<file path="src/rtl/wdog_pkg.sv">
package wdog_pkg;

   localparam int OFF_RELOAD = 'h00;
   localparam int OFF_STAT1  = 'h04;
   localparam int OFF_STAT2  = 'h06;
   localparam int OFF_CTRL1  = 'h08;
   localparam int OFF_CTRL2  = 'h0A;
   localparam int OFF_INIT   = 'h12;

   localparam int STAT2_W    = 2;

   typedef struct packed {
      logic reload;
      logic stat1;
      logic stat2;
      logic ctrl1;
      logic ctrl2;
      logic init;
   } wdog_sel_t;

endpackage

</file>
<file path="src/rtl/wdog_decode.sv">
module wdog_decode
   import wdog_pkg::*;
#(
   parameter int ADDR_W = 5
) (
   input  logic [ADDR_W-1:0] addr,
   output wdog_sel_t         sel
);

   always_comb begin
      sel        = '0;
      sel.reload = (addr == ADDR_W'(OFF_RELOAD));
      sel.stat1  = (addr == ADDR_W'(OFF_STAT1));
      sel.stat2  = (addr == ADDR_W'(OFF_STAT2));
      sel.ctrl1  = (addr == ADDR_W'(OFF_CTRL1));
      sel.ctrl2  = (addr == ADDR_W'(OFF_CTRL2));
      sel.init   = (addr == ADDR_W'(OFF_INIT));
   end

endmodule

</file>
<file path="src/rtl/wdog_count.sv">
module wdog_count #(
   parameter int CNT_W    = 10,
   parameter int MIN_INIT = 4
) (
   input  logic             clk,
   input  logic             rst_n,
   input  logic             tick_en,
   input  logic             halt,
   input  logic             reload,
   input  logic [CNT_W-1:0] init_val,
   input  logic             timeout_q,
   input  logic             no_reboot,
   output logic [CNT_W-1:0] count,
   output logic             expire_first,
   output logic             expire_again,
   output logic             reset_req
);

   logic             step;
   logic             expire;
   logic [CNT_W-1:0] count_q;
   logic             req_q;

   assign step         = tick_en && !halt && !reload;
   assign expire       = step && (count_q == CNT_W'(1));
   assign expire_first = expire && !timeout_q;
   assign expire_again = expire && timeout_q;

   always_ff @(posedge clk) begin
      if (!rst_n) begin
         count_q <= CNT_W'(MIN_INIT);
      end else if (reload || expire) begin
         count_q <= init_val;
      end else if (step) begin
         count_q <= count_q - CNT_W'(1);
      end
   end

   always_ff @(posedge clk) begin
      if (!rst_n) begin
         req_q <= 1'b0;
      end else begin
         req_q <= expire_again && !no_reboot;
      end
   end

   assign count     = count_q;
   assign reset_req = req_q;

endmodule

</file>
<file path="src/rtl/wdog_regs.sv">
module wdog_regs
   import wdog_pkg::*;
#(
   parameter int DATA_W   = 16,
   parameter int CNT_W    = 10,
   parameter int MIN_INIT = 4,
   parameter int HALT_BIT = 11,
   parameter int TO_BIT   = 3,
   parameter int NRB_BIT  = 0
) (
   input  logic              clk,
   input  logic              rst_n,
   input  wdog_sel_t         sel,
   input  logic              wr_en,
   input  logic [DATA_W-1:0] wr_data,
   input  logic              rd_en,
   input  logic [CNT_W-1:0]  count,
   input  logic              expire_first,
   input  logic              expire_again,
   output logic              halt,
   output logic              no_reboot,
   output logic              timeout_q,
   output logic [CNT_W-1:0]  init_val,
   output logic [DATA_W-1:0] rd_data
);

   localparam int HI_W = DATA_W - CNT_W;

   logic                halt_q;
   logic                nrb_q;
   logic                to_q;
   logic [CNT_W-1:0]    init_lo_q;
   logic [HI_W-1:0]     init_hi_q;
   logic [STAT2_W-1:0]  stat2_q;
   logic [STAT2_W-1:0]  stat2_set;
   logic [DATA_W-1:0]   rd_mux;
   logic [DATA_W-1:0]   rd_q;
   logic                init_ok;

   assign init_ok = (wr_data[CNT_W-1:0] >= CNT_W'(MIN_INIT));

   always_ff @(posedge clk) begin
      if (!rst_n) begin
         halt_q <= 1'b1;
      end else if (wr_en && sel.ctrl1) begin
         halt_q <= wr_data[HALT_BIT];
      end
   end

   always_ff @(posedge clk) begin
      if (!rst_n) begin
         nrb_q <= 1'b1;
      end else if (wr_en && sel.ctrl2) begin
         nrb_q <= wr_data[NRB_BIT];
      end
   end

   always_ff @(posedge clk) begin
      if (!rst_n) begin
         init_lo_q <= CNT_W'(MIN_INIT);
         init_hi_q <= '0;
      end else if (wr_en && sel.init) begin
         init_hi_q <= wr_data[DATA_W-1:CNT_W];
         if (init_ok) begin
            init_lo_q <= wr_data[CNT_W-1:0];
         end
      end
   end

   always_ff @(posedge clk) begin
      if (!rst_n) begin
         to_q <= 1'b0;
      end else begin
         to_q <= (to_q && !(wr_en && sel.stat1 && wr_data[TO_BIT])) || expire_first;
      end
   end

   assign stat2_set[0] = expire_again && !nrb_q;
   assign stat2_set[1] = expire_again;

   for (genvar i = 0; i < STAT2_W; i++) begin : g_stat2
      always_ff @(posedge clk) begin
         if (!rst_n) begin
            stat2_q[i] <= 1'b0;
         end else begin
            stat2_q[i] <= (stat2_q[i] && !(wr_en && sel.stat2 && wr_data[i])) || stat2_set[i];
         end
      end
   end

   always_comb begin
      rd_mux = '0;
      if (sel.reload) begin
         rd_mux[CNT_W-1:0] = count;
      end
      if (sel.stat1) begin
         rd_mux[TO_BIT] = to_q;
      end
      if (sel.stat2) begin
         rd_mux[STAT2_W-1:0] = stat2_q;
      end
      if (sel.ctrl1) begin
         rd_mux[HALT_BIT] = halt_q;
      end
      if (sel.ctrl2) begin
         rd_mux[NRB_BIT] = nrb_q;
      end
      if (sel.init) begin
         rd_mux = {init_hi_q, init_lo_q};
      end
   end

   always_ff @(posedge clk) begin
      if (!rst_n) begin
         rd_q <= '0;
      end else if (rd_en) begin
         rd_q <= rd_mux;
      end
   end

   assign halt      = halt_q;
   assign no_reboot = nrb_q;
   assign timeout_q = to_q;
   assign init_val  = init_lo_q;
   assign rd_data   = rd_q;

endmodule

</file>
<file path="src/rtl/sysmgmt_wdog.sv">
module sysmgmt_wdog
   import wdog_pkg::*;
#(
   parameter int ADDR_W   = 5,
   parameter int DATA_W   = 16,
   parameter int CNT_W    = 10,
   parameter int MIN_INIT = 4,
   parameter int HALT_BIT = 11,
   parameter int TO_BIT   = 3,
   parameter int NRB_BIT  = 0
) (
   input  logic              clk,
   input  logic              rst_n,
   input  logic [ADDR_W-1:0] addr,
   input  logic              wr_en,
   input  logic [DATA_W-1:0] wr_data,
   input  logic              rd_en,
   output logic [DATA_W-1:0] rd_data,
   input  logic              tick_en,
   output logic              timeout_sts,
   output logic              reset_req
);

   if (CNT_W >= DATA_W) begin : g_bad_cnt_w
      $error("CNT_W must be narrower than DATA_W");
   end
   if (HALT_BIT >= DATA_W || TO_BIT >= DATA_W || NRB_BIT >= DATA_W) begin : g_bad_bit
      $error("control or status bit index outside the data word");
   end
   if (MIN_INIT < 2 || MIN_INIT >= (1 << CNT_W)) begin : g_bad_min
      $error("MIN_INIT must be at least 2 and fit in CNT_W bits");
   end
   if (ADDR_W < 5) begin : g_bad_addr
      $error("ADDR_W must cover the 32-byte window");
   end

   wdog_sel_t        sel;
   logic             halt_w;
   logic             nrb_w;
   logic             to_w;
   logic [CNT_W-1:0] init_w;
   logic [CNT_W-1:0] count_w;
   logic             exp_first_w;
   logic             exp_again_w;

   wdog_decode #(.ADDR_W(ADDR_W)) u_dec (
      .addr (addr),
      .sel  (sel)
   );

   wdog_count #(.CNT_W(CNT_W), .MIN_INIT(MIN_INIT)) u_cnt (
      .clk          (clk),
      .rst_n        (rst_n),
      .tick_en      (tick_en),
      .halt         (halt_w),
      .reload       (wr_en && sel.reload),
      .init_val     (init_w),
      .timeout_q    (to_w),
      .no_reboot    (nrb_w),
      .count        (count_w),
      .expire_first (exp_first_w),
      .expire_again (exp_again_w),
      .reset_req    (reset_req)
   );

   wdog_regs #(
      .DATA_W   (DATA_W),
      .CNT_W    (CNT_W),
      .MIN_INIT (MIN_INIT),
      .HALT_BIT (HALT_BIT),
      .TO_BIT   (TO_BIT),
      .NRB_BIT  (NRB_BIT)
   ) u_regs (
      .clk          (clk),
      .rst_n        (rst_n),
      .sel          (sel),
      .wr_en        (wr_en),
      .wr_data      (wr_data),
      .rd_en        (rd_en),
      .count        (count_w),
      .expire_first (exp_first_w),
      .expire_again (exp_again_w),
      .halt         (halt_w),
      .no_reboot    (nrb_w),
      .timeout_q    (to_w),
      .init_val     (init_w),
      .rd_data      (rd_data)
   );

   assign timeout_sts = to_w;

endmodule

</file>
<file path="config.mk">
export PLATFORM = sky130hd
export DESIGN_NAME = sysmgmt_wdog
export DESIGN_NICKNAME = d
export VERILOG_FILES = /design/src/rtl/wdog_pkg.sv /design/src/rtl/wdog_decode.sv /design/src/rtl/wdog_count.sv /design/src/rtl/wdog_regs.sv /design/src/rtl/sysmgmt_wdog.sv
export SDC_FILE = /design/constraint.sdc
export NUM_CORES = 1
export LEC_CHECK = 0
export ABC_AREA = 1
export BUFFER_PORTS_ARGS = -buffer_cell sky130_fd_sc_hd__buf_2
export CORE_AREA = 2 2 102 104
export DETAILED_ROUTE_END_ITERATION = 16
export DIE_AREA = 0 0 104 106
export GPL_ROUTABILITY_DRIVEN = 0
export PLACE_DENSITY = 0.4
export SETUP_SLACK_MARGIN = 0.5
export SLEW_MARGIN = 20
export SYNTH_ARGS = -nofsm -noshare
export SYNTH_HDL_FRONTEND = slang
export SYNTH_SLANG_ARGS = --single-unit
</file>
<file path="constraint.sdc">
create_clock -name clk -period 1.9 [get_ports clk]
set_input_delay 0.19 -clock clk [delete_from_list [all_inputs] [get_ports clk]]
set_output_delay 0.19 -clock clk [all_outputs]
set_load 0.02 [all_outputs]
</file>
==> key figures <==
Run status
  – Result of the run: finished, final reports clean

Detailed routing
  – Mean routed wirelength per cell: 13.6 microns
  – Final wirelength: 7.11 mm
  – Number of routed nets with antenna violations: 0
  – First-pass iteration count of the detailed router: 6
  – Via count: 2315
  – Detailed-route vias per instance: 4.43
  – Violation count after the first detailed-routing iteration: 103
  – Drc violations: 0

Timing
  – Part of the cycle the worst path needs: 0.744
  – Peak clock frequency supported by timing: 708 MHz
  – Hold Worst Slack: 0.105 ns
  – Number of setup violations in the final report: 0
  – Tightest Pin Transition: 0.428 ns
  – Hold Violations, Final: 0
  – Final-report max-slew violation count: 0
  – Total negative setup slack: 0 ns
  – Relative slew slack: 0.714
  – RSZ-0062 raised after global routing: true
  – Final Skew: 0.00957 ns
  – Time the worst path needs with I/O delays and setup: 1.41 ns

CTS
  – Number of CTS-inserted buffers: 5
  – TritonCTS clock tree: done
  – Largest buffer count on any clock path: 2
  – Clock H-tree levels: 2
  – Latest clock arrival within the worst-skew pair: 0.31 ns
  – Clock edge transition at the registers on the reported setup and hold paths: 0.10 ns
  – Post-cts hold buffer count: 0
  – # clock sinks: 48
  – Clock tree root driver cell: sky130_fd_sc_hd__clkbuf_8

Logic synthesis
  – Post-synthesis instance area: 2410 sq um
  – Synthesized instance count: 336
  – Distinct cells, synth: 28
  – Share of the yosys chip area belonging to registers: 0.398
  – Number of nets in the synthesized netlist: 364
  – Mapped Avg Cell Area: 7.18 sq um
  – Number of flip-flops and latches in the synthesized netlist: 48
  – Yosys synthesis warning count: 0

Setup path
  – Setup crit end kind: flop
  – Critical path startpoint category: flop
  – Cells traversed along the worst timing path: inv_4 > ha_4 > nand2_2 > nor2_4 > nand3_4 > nand2_8 > nand2_2 > nand2_1 > nand2_1 > a21oi_2
  – Kind of critical path: flop to flop
  – Combined buffer and inverter count along the critical path: 1
  – WP data required: 2.15 ns
  – Arrival time of the worst setup path: 1.66 ns
  – Slowest library cell on the worst path: sky130_fd_sc_hd__dfxtp_2
  – Top cell family by delay on the critical path: simple AND/OR/NAND/NOR gates
  – Largest incremental delay on the critical path: 0.35 ns
  – Highest fanout seen on the critical path: 8

Floorplanning
  – Core Region: 10000 sq um
  – Initial core utilization: 0.241
  – Core Rows: 37
  – Die Width: 104 microns
  – I/O pin count: 44
  – DIE AREA: 11000 sq um
  – Die height: 106 microns

Global routing
  – Vias in the first global route: 2208
  – Global-route wire length before repair: 11.4 mm
  – Pin count of the biggest net entering global routing: 30
  – Total gr overflow: 0
  – Antenna violations before repair: 0
  – Overall routing resource usage: 0.131

Power
  – Clk pwr share: 0.355
  – Sw Share: 0.266
  – Share of power burned in combinational logic: 0.109
  – Power share of the sequential group: 0.536
  – Highest ir drop seen on vdd: 0.000304 V
  – Pwr dens: 642 nW/um^2
  – Leakage power summed over all cells: 1.36 nW
  – NetSw: 0.518 mW
  – Internal Pwr Total: 1.43 mW

Placement
  – HPWL Detailed: 5.12 mm
  – Post-place instance area: 2730 sq um
  – Port bufs: 43

Finish
  – Register Area: 968 sq um
  – Area occupied by multi-input gates: 1290 sq um
  – Final instance area: 3030 sq um
  – Final-layout fill cell count: 1157
  – Fraction of layout cells with a size suffix above 1: 0.277
  – Number of nets in the layout: 414
  – Antenna fix cells: 0
  – Layout overhead on the synthesized area: 25.6%

Worst hold path
  – Worst hold-check path type: input pin to flop

Flow run
  – Maxcap violations: 0
cells in the mapped netlist:
cell type	number	area (sq um)
sky130_fd_sc_hd__nand3_1	25	125
sky130_fd_sc_hd__o211ai_2	1	12.5
sky130_fd_sc_hd__o21ai_2	2	17.5
sky130_fd_sc_hd__clkbuf_1	7	26.3
sky130_fd_sc_hd__ha_1	2	25.0
sky130_fd_sc_hd__a21oi_1	29	145
sky130_fd_sc_hd__o211ai_1	3	22.5
sky130_fd_sc_hd__o21bai_1	1	7.51
sky130_fd_sc_hd__bufbuf_16	1	32.5
sky130_fd_sc_hd__a31oi_1	2	12.5
sky130_fd_sc_hd__o21ai_0	41	205
sky130_fd_sc_hd__inv_1	51	191
sky130_fd_sc_hd__nand4_1	3	18.8
sky130_fd_sc_hd__nand2_2	1	6.26
sky130_fd_sc_hd__inv_2	1	3.75
sky130_fd_sc_hd__nand4_4	1	21.3
sky130_fd_sc_hd__xor2_1	2	17.5
sky130_fd_sc_hd__nor2_1	38	143
sky130_fd_sc_hd__nand2_1	55	206
sky130_fd_sc_hd__o21a_1	1	7.51
sky130_fd_sc_hd__clkinv_1	1	3.75
sky130_fd_sc_hd__nand2_4	4	45.0
sky130_fd_sc_hd__nor2_4	4	45.0
sky130_fd_sc_hd__buf_6	3	33.8
sky130_fd_sc_hd__dfxtp_1	48	961
sky130_fd_sc_hd__or2_2	1	6.26
sky130_fd_sc_hd__o221ai_1	7	61.3
sky130_fd_sc_hd__nand3_2	1	10.0
cell families after synthesis:
family,Yosys count,share of synthesized area
buffers and inverters,64,0.121
adders and majority gates,2,0.0104
and+or+nand+nor,133,0.260
xor gates and xnor gates,2,0.00726
AOI/OAI and AO/OA,87,0.204
DFF,48,0.398
per-layer routing:
layer,GRT usage,vias to the layer above,share of wire
met4,0.0425,0,0.012
met3,0.0264,6,0.048
met2,0.227,56,0.48
met5,0,-,0
li1,-,1197,-
met1,0.161,1056,0.46
repair_timing:
| action | 4_1_cts | 5_1_grt |
|---|---|---|
| endpoints found under the setup margin | 12 | 13 |
| pin swaps | 4 | 12 |
| resized for setup | 11 | 34 |
| setup buffers | 4 | 3 |
| cloned | 1 | 0 |
cells in the final DEF (no fill, tap or decap), drive strengths merged:
| master | synthesis | layout |
|---|---|---|
| o211ai | 4 | 4 |
| buf | 3 | 53 |
| or2 | 1 | 1 |
| o21bai | 1 | 1 |
| nand2 | 60 | 61 |
| o21ai | 43 | 43 |
| a21oi | 29 | 29 |
| inv | 52 | 52 |
| ha | 2 | 2 |
| nand4 | 4 | 4 |
| clkinv | 1 | 1 |
| o21a | 1 | 1 |
| dfxtp | 48 | 48 |
| clkbuf | 7 | 7 |
| nand3 | 26 | 26 |
| o221ai | 7 | 7 |
| a31oi | 2 | 2 |
| xor2 | 2 | 2 |
| nor2 | 42 | 42 |
area by class of cell:
type | count | share of cell area
multi-input cells | 225 | 0.427
flip-flops and latches | 48 | 0.320
repair buffers | 53 | 0.0970
inverters | 53 | 0.0681
well taps | 136 | 0.0562
clock buffers | 7 | 0.0318
state kept, by name, summed over array words and instances (netlist names):
signal	count
u_regs.no_reboot	1
u_cnt.reset_req	1
u_regs.init_val	10
u_regs.init_hi_q	6
u_regs.halt	1
u_cnt.count	10
u_regs.rd_data	16
u_regs.stat2_q	2
u_regs.timeout_q	1
metrics by stage:
stage | setup slack, ns | power [mW] | std cells | utilization
after CTS | 0.471 | 1.97 | 519 | 0.289
after detailed placement | 0.271 | 1.27 | 507 | 0.273
after floorplan | 0.534 | 1.19 | 336 | -
after global placement | 0.241 | 1.27 | 507 | 0.273
final | 0.487 | 1.95 | 522 | 0.303
after global routing | 0.387 | 2.03 | 522 | 0.303
power by group through the flow:
| stage | clock network, mW | logic (mW) | registers, mW |
|---|---|---|---|
| 2_1_floorplan | 0 | 0.106 | 1.08 |
| 3_5_place_dp | 0 | 0.202 | 1.07 |
| 5_1_grt | 0.747 | 0.237 | 1.05 |
| 3_3_place_gp | 0 | 0.203 | 1.07 |
| 6_report | 0.690 | 0.212 | 1.04 |
| 4_1_cts | 0.718 | 0.206 | 1.04 |
worst reg2reg max path: cells and delay by family, from the launching register on:
family	cells	cell delay (ns)
fa+ha+maj	1	0.14
compound gates	1	0.13
flops	1	0.35
buf+inv	1	0.08
simple gates	7	0.67
final timing paths:
| kind | from | end | slack (ns) | cells after the start |
|---|---|---|---|---|
| setup / recovery | u_cnt.count[1] | u_cnt.count[5] | 0.49 | 10 |
| hold / removal | wr_data[13] | u_regs.init_hi_q[3] | 0.11 | 3 |
| setup reg to reg | u_cnt.count[1] | u_cnt.count[5] | 0.49 | 10 |
| hold reg to reg | u_regs.init_hi_q[2] | u_regs.rd_data[12] | 0.46 | 2 |
Power figures use the tool's default switching activity.
